==> config.mk <==
export PLATFORM = sky130hd
export DESIGN_NAME = wsort_insert
export DESIGN_NICKNAME = d
export VERILOG_FILES = /design/src/rtl/wsort_pkg.sv /design/src/rtl/wsort_cmp_bank.sv /design/src/rtl/wsort_slot_mux.sv /design/src/rtl/wsort_out_reg.sv /design/src/rtl/wsort_insert.sv
export SDC_FILE = /design/constraint.sdc
export NUM_CORES = 1
export LEC_CHECK = 0
export CAP_MARGIN = 20
export CELL_PAD_IN_SITES_DETAIL_PLACEMENT = 1
export CELL_PAD_IN_SITES_GLOBAL_PLACEMENT = 1
export CORE_ASPECT_RATIO = 1.4
export CORE_UTILIZATION = 34
export DETAILED_ROUTE_END_ITERATION = 7
export GPL_TIMING_DRIVEN = 0
export PLACE_DENSITY = 0.78
export SETUP_SLACK_MARGIN = 0.15
export SYNTH_ARGS = -nofsm -noshare
export SYNTH_HDL_FRONTEND = slang
export SYNTH_HIERARCHICAL = 1
export SYNTH_SLANG_ARGS = --single-unit
export TNS_END_PERCENT = 10
==> constraint.sdc <==
create_clock -name clk_i -period 0.8 [get_ports clk_i]
set_input_delay 0.08 -clock clk_i [delete_from_list [all_inputs] [get_ports clk_i]]
set_output_delay 0.08 -clock clk_i [all_outputs]
set_load 0.03 [all_outputs]
==> src/rtl/wsort_pkg.sv <==
package wsort_pkg;

  typedef enum logic [1:0] {
    SEL_KEEP  = 2'd0,
    SEL_UPD   = 2'd1,
    SEL_SHIFT = 2'd2
  } slot_sel_e;

  // beaten: the updated weight is strictly greater than this slot's entry
  function automatic slot_sel_e pick_src(input logic beaten_here,
                                         input logic beaten_above,
                                         input logic is_top);
    if (!beaten_here)                return SEL_KEEP;
    else if (is_top || !beaten_above) return SEL_UPD;
    else                              return SEL_SHIFT;
  endfunction

endpackage

==> src/rtl/wsort_cmp_bank.sv <==
module wsort_cmp_bank #(
  parameter int N        = 3,
  parameter int WEIGHT_W = 16
) (
  input  logic [N*WEIGHT_W-1:0] weight_i,
  output logic [N-1:0]          beaten_o
);
  localparam int UPD = N - 1;

  logic [WEIGHT_W-1:0] upd_w;
  assign upd_w = weight_i[UPD*WEIGHT_W +: WEIGHT_W];

  for (genvar i = 0; i < N - 1; i++) begin : g_cmp
    // strict compare keeps the existing entry above on a tie
    assign beaten_o[i] = upd_w > weight_i[i*WEIGHT_W +: WEIGHT_W];
  end
  assign beaten_o[UPD] = 1'b1;

endmodule

==> src/rtl/wsort_slot_mux.sv <==
module wsort_slot_mux
  import wsort_pkg::*;
#(
  parameter int WEIGHT_W = 16,
  parameter int DATA_W   = 28,
  parameter bit IS_TOP   = 1'b0
) (
  input  logic                beaten_here_i,
  input  logic                beaten_above_i,
  input  logic [WEIGHT_W-1:0] keep_w_i,
  input  logic [DATA_W-1:0]   keep_d_i,
  input  logic [WEIGHT_W-1:0] upd_w_i,
  input  logic [DATA_W-1:0]   upd_d_i,
  input  logic [WEIGHT_W-1:0] shift_w_i,
  input  logic [DATA_W-1:0]   shift_d_i,
  output logic [WEIGHT_W-1:0] w_o,
  output logic [DATA_W-1:0]   d_o
);
  slot_sel_e sel;

  always_comb begin
    sel = pick_src(beaten_here_i, beaten_above_i, IS_TOP);
    unique case (sel)
      SEL_KEEP: begin w_o = keep_w_i;  d_o = keep_d_i;  end
      SEL_UPD:  begin w_o = upd_w_i;   d_o = upd_d_i;   end
      default:  begin w_o = shift_w_i; d_o = shift_d_i; end
    endcase
  end

endmodule

==> src/rtl/wsort_out_reg.sv <==
module wsort_out_reg #(
  parameter int W = 8
) (
  input  logic         clk_i,
  input  logic         rst_ni,
  input  logic         valid_i,
  input  logic [W-1:0] d_i,
  output logic         valid_o,
  output logic [W-1:0] q_o
);
  always_ff @(posedge clk_i or negedge rst_ni) begin
    if (!rst_ni) begin
      valid_o <= 1'b0;
      q_o     <= '0;
    end else begin
      valid_o <= valid_i;
      if (valid_i) q_o <= d_i;
    end
  end
endmodule

==> src/rtl/wsort_insert.sv <==
module wsort_insert #(
  parameter int N        = 3,
  parameter int WEIGHT_W = 16,
  parameter int DATA_W   = 28
) (
  input  logic                  clk_i,
  input  logic                  rst_ni,
  input  logic                  valid_i,
  input  logic [N*WEIGHT_W-1:0] weight_i,
  input  logic [N*DATA_W-1:0]   data_i,
  output logic                  valid_o,
  output logic [N*WEIGHT_W-1:0] weight_o,
  output logic [N*DATA_W-1:0]   data_o
);
  localparam int UPD   = N - 1;
  localparam int ENT_W = WEIGHT_W + DATA_W;

  logic [N-1:0]          beaten;
  logic [N*WEIGHT_W-1:0] w_nxt;
  logic [N*DATA_W-1:0]   d_nxt;

  wsort_cmp_bank #(.N(N), .WEIGHT_W(WEIGHT_W)) u_cmp (
    .weight_i (weight_i),
    .beaten_o (beaten)
  );

  for (genvar j = 0; j < N; j++) begin : g_slot
    localparam int ABOVE = (j == 0) ? 0 : j - 1;
    wsort_slot_mux #(
      .WEIGHT_W (WEIGHT_W),
      .DATA_W   (DATA_W),
      .IS_TOP   (j == 0)
    ) u_mux (
      .beaten_here_i  (beaten[j]),
      .beaten_above_i (beaten[ABOVE]),
      .keep_w_i       (weight_i[j*WEIGHT_W +: WEIGHT_W]),
      .keep_d_i       (data_i[j*DATA_W +: DATA_W]),
      .upd_w_i        (weight_i[UPD*WEIGHT_W +: WEIGHT_W]),
      .upd_d_i        (data_i[UPD*DATA_W +: DATA_W]),
      .shift_w_i      (weight_i[ABOVE*WEIGHT_W +: WEIGHT_W]),
      .shift_d_i      (data_i[ABOVE*DATA_W +: DATA_W]),
      .w_o            (w_nxt[j*WEIGHT_W +: WEIGHT_W]),
      .d_o            (d_nxt[j*DATA_W +: DATA_W])
    );
  end

  logic [N*ENT_W-1:0] q;

  wsort_out_reg #(.W(N*ENT_W)) u_reg (
    .clk_i   (clk_i),
    .rst_ni  (rst_ni),
    .valid_i (valid_i),
    .d_i     ({w_nxt, d_nxt}),
    .valid_o (valid_o),
    .q_o     (q)
  );

  assign weight_o = q[N*ENT_W-1 -: N*WEIGHT_W];
  assign data_o   = q[N*DATA_W-1:0];

endmodule

# Word level (Yosys, flattened, before mapping)

Index checks and enable logic that the tools add are counted.
Widths: inputs -> output; s select.

Bits in registers: 133
Logic and storage cells: 20
Bits of input ports: 135

Equal/unequal tests: 3
Mux-type cells: 10
$lt $le $gt $ge: 2
Reduce and logical (&&, ||, !) cells: 3

Operators with widths:

| kind               | count |
|---|---|
| $mux 28            | 2 |
| $pmux 28 s2        | 1 |
| $gt 16x16->1       | 2 |
| $mux 16            | 2 |
| $pmux 16 s2        | 1 |
| $mux 2             | 3 |
| $eq 2x1->1 const B | 2 |
| $logic_not 2->1    | 2 |
| $reduce_or 2->1    | 1 |
| $eq 1x1->1 const B | 1 |
| $mux 1             | 1 |

# Longest topological paths before layout

Depth after elaboration: 5
Gate-level depth with buffers: 11
Mapped depth without buffers: 9

# Hierarchy

Netlist, hierarchy kept.

Modules (own cells, without submodules):

| module                               | cells an instance | sequential area each (µm²) | times used | area each (µm²) |
|---|---|---|---|---|
| wsort_out_reg                        | 280               | 3,328.2                    | 1          | 5,256.3 |
| wsort_slot_mux (g_slot[1].u_mux ...) | 147               | 0.0                        | 2          | 967.2 |
| wsort_cmp_bank                       | 113               | 0.0                        | 1          | 820.8 |
| wsort_slot_mux (g_slot[0].u_mux)     | 49                | 0.0                        | 1          | 737.0 |

# Worst setup path after synthesis

Ideal clock, no wire load.

Kind: input -> register
Start: input port weight_i[14]
End: register u_reg.q_o[0]
Stages: 10
Data arrival time: 2,091 ps
Slack: -1,416 ps
Required time: 675 ps
Path buffers: 2
Setup time: 125 ps
Cell sequence: inv_1 -> ha_1 -> a21oi_1 -> nand2_1 -> a221o_1 -> o31a_1 -> buf_6 -> buf_12 -> mux2_4 -> mux2_2

Word-level cells in the longest chain between the ends: 4

Ends and longest elaborated chain:

| element              | line                 | text |
|---|---|---|
| from (decl)          | wsort_insert.sv:9    | `input logic [N*WEIGHT_W-1:0] weight_i,` |
| $gt 16x16->1         | wsort_cmp_bank.sv:15 | `assign beaten_o[i] = upd_w > weight_i[i*WEIGHT_W +: WEIGHT_W];` |
| named net beaten[0]  | wsort_insert.sv:18   | `logic [N-1:0] beaten;` |
| $mux 1               | wsort_pkg.sv:13      | `if (!beaten_here) return SEL_KEEP;` |
| $eq 1x1->1           | wsort_slot_mux.sv:23 | `unique case (sel)` |
| $mux 28              | wsort_slot_mux.sv:23 |  |
| named net d_nxt[0]   | wsort_insert.sv:20   | `logic [N*DATA_W-1:0] d_nxt;` |
| to (signal assigned) | wsort_out_reg.sv:17  | `if (valid_i) q_o <= d_i;` |
| to (decl)            | wsort_out_reg.sv:9   | `output logic [W-1:0] q_o` |

The timed path passes the listed nets, and every way through them passes these cells.
A chain may end at the register's enable or synchronous reset.

# Worst setup path after layout

Start: input port weight_i[13]
End: register u_reg.q_o[89]

Word-level cells in the longest chain between the ends: 4

Ends and longest elaborated chain:

| element             | line                 | text |
|---|---|---|
| $gt 16x16->1        | wsort_cmp_bank.sv:15 |  |
| named net beaten[0] | wsort_insert.sv:18   |  |
| $mux 1              | wsort_pkg.sv:13      |  |
| $eq 1x1->1          | wsort_slot_mux.sv:23 |  |
| $mux 16             | wsort_slot_mux.sv:23 |  |
| named net w_nxt[5]  | wsort_insert.sv:19   | `logic [N*WEIGHT_W-1:0] w_nxt;` |

The timed path passes the listed nets, and every way through them passes these cells.

==> results_dict.tcl <==
set metrics [dict create \
    holdWs_ps -300 \
    path_clk_slew_ps 60 \
    avgViaCountPerCell 5.21 \
    htreeDepth 4 \
    globalplace.congestion 0.788 \
    min_period_ps 2300 \
    synth.most_common_cell "dfrtp_1" \
    p_leak_nw 6.34 \
    fin_ws_ps -1500 \
    drive_gt1_share_pct 48.8 \
    wl_met2_um 18200 \
    status "finished with violations" \
    synth_ff_type "dfrtp_1" \
    synth_seq_cells 133 \
    powerDensity_mw_per_mm2 2090 \
    cts_root_buf "clkbuf_16" \
    reg2reg_to "u_reg/q_o[119]" \
    dieWidth_um 138 \
    cp-start-kind "primary input" \
    clock_path_buffers 2 \
    reg2reg_slack_ps -20 \
    synth_edf_count 0 \
    highest_layer "met4" \
    grt_usage_pct 24.6 \
    synth_top_area_share_pct 38.0 \
    hold_violations 70 \
    synth.largest_area_cell "dfrtp_1" \
    slew_headroom_pct 49.1 \
    ff2ff_path_depth 1 \
    period_share_pct 288 \
    failed_checks "negative hold slack, negative setup slack" \
    grt_setup_unrepaired "true" \
    ir_drop_v 0.00149 \
    dr.pass1.iters 4 \
    critPathMaxFanout 5 \
    wire_per_inst_um 23.9 \
    syn_inst 736 \
    r2r-start "u_reg/q_o[119]" \
    cts-buffers-inserted 17 \
    clk_latency_ps 420 \
    drv_slew 0 \
    n_antenna_cell 0 \
    cts_tree "yes" \
    synth_seq_area_share_pct 38.0 \
    finalSetupViolCount 265 \
    m1WireLength_um 12700 \
    rows 69 \
    area_growth_pct 58.8 \
    vias 7261 \
    numClockSinks 133 \
    required_ps 1110 \
    ioPinCount 268 \
    max_cap_violations 0 \
    wl_met3_um 1280 \
    antenna_found_initial 0 \
    port_buffers 267 \
    synthTopCellsByArea "dfrtp_1, mux2_4, mux2i_1, mux2_2, a21oi_1" \
    async_flop_share_pct 100 \
    synth_common_cells "dfrtp_1, mux2_4, a21oi_1" \
    place_area_mm2 0.0121 \
    yosysWarnings 6 \
    ys_types 26 \
    antenna_left 0 \
    wirelength_um 33300 \
    final_area_mm2 0.0139 \
    drc_errors 0 \
    grt_first_pass_wirelength_um 47400 \
    first_iter_violations 251 \
    final_nets 1233 \
    first_global_vias 7927 \
    grt_overflow 0 \
    max_freq_mhz 434 \
    end_kind "flip-flop" \
    critPathKind "primary input to flip-flop" \
    worst_pin_slew_ps 764 \
    synthesis.nets 903 \
    worstHoldPathType "primary input to async pin" \
    die_area_mm2 0.0264 \
    netlist_area_mm2 0.00875 \
    initial_core_util_pct 34.6 \
    dp_hpwl_um 22000 \
    core_mm2 0.0253 \
    die_h_um 192 \
    synth.avg_cell_area_um2 11.9 \
    crit_arrival_ps 2610 \
    skew_ps 0 \
    n_fill_cell 2583 \
    grt_max_degree 72 \
]
==> report_power, final <==
group          internal (mW)  total [mW]  switching (mW)  leakage (nW)
registers               7.87        8.58           0.706          1.53
logic                   6.19        12.3            6.12          4.51
clock network           5.12        8.10            2.98         0.294
==> repair_timing <==
action                                  CTS  global route
cloned                                    4             6
endpoints found under the hold margin    71            70
pin swaps                                64            30
gates resized for setup                 649            82
buffers inserted                         11            22
endpoints found under the setup margin  265           265
==> worst max-delay path: stages <==
cell and delay, ps:
buf_6 100, inv_2 60, ha_4 200, nand4_1 220, buf_4 170, nor2_1 50
a221o_1 330, o31a_1 270, buf_4 150, buf_12 130, buf_4 130, clkbuf_16 160
mux2_4 300, mux2_4 250
==> routing by layer <==
metal  vias to the layer above  global-route usage (%)
met3                        62                    4.49
met2                       229                    46.5
li1                       3266                       -
met5                         -                       0
met4                         0                    10.1
met1                      3704                    26.0
==> layout make-up <==
type	count	area (µm²)	share of cell area, %
Buffer	51	612	4.40
Clock buffer	26	529	3.81
Clock inverter	3	65.1	0.468
Inverter	31	144	1.04
Multi-Input combinational cell	521	5290	38.1
Sequential cell	133	3330	24.0
Tap cell	319	399	2.87
Timing Repair Buffer	311	3530	25.4
==> registers in the layout, indices dropped and copies added (netlist names) <==
signal / cells
u_reg/q_o: 132
u_reg/valid_o: 1
==> how the worst max path moves through the flow <==
stage / startpoint / endpoint / slack (ps) / depth (start not counted)
3_5_place_dp: weight_i[43] / u_reg/q_o[114] / -2580 / 10
5_1_grt: weight_i[11] / u_reg/q_o[34] / -1560 / 14
4_1_cts: weight_i[46] / u_reg/q_o[34] / -1420 / 12
3_3_place_gp: rst_ni / u_reg/q_o[25] / -6310 / 1
6_report: weight_i[13] / u_reg/q_o[89] / -1500 / 14
2_1_floorplan: weight_i[10] / u_reg/q_o[84] / -1270 / 10
==> kinds of logic after synthesis <==
group / share of synthesized area, %
compound gates: 6.81
fa+ha+maj: 4.58
other cells: 0.0429
flops: 38.0
simple gates: 5.35
mux: 37.9
buf+inv: 7.31
==> layout by cell type (no fill, tap or decap), drive strengths merged <==
cell type / count
a21boi: 2
a21o: 2
a21oi: 100
a221o: 2
and2: 2
buf: 118
bufinv: 2
clkbuf: 38
clkdlybuf4s15: 135
clkdlybuf4s50: 87
clkinv: 1
conb: 1
dfrtp: 133
dlygate4sd2: 10
ha: 32
inv: 31
mux2: 176
mux2i: 88
nand2: 6
nand3: 4
nand4: 6
nor2: 90
nor2b: 2
nor4: 2
o21ai: 4
o31a: 2
==> metrics by stage <==
stage / std cells / TNS (ps) / utilization, % / worst slack [ps] / total power, mW
2_1_floorplan: 736 / -164480 / - / -1270 / 15.2
3_3_place_gp: 1322 / -1189080 / 47.5 / -6310 / 19.6
3_5_place_dp: 1323 / -370860 / 47.7 / -2580 / 19.8
4_1_cts: 1367 / -226710 / 52.6 / -1420 / 28.4
5_1_grt: 1395 / -250700 / 54.9 / -1560 / 30.2
6_report: 1395 / -236040 / 54.9 / -1500 / 29.0
Power figures use the tool's default switching activity.
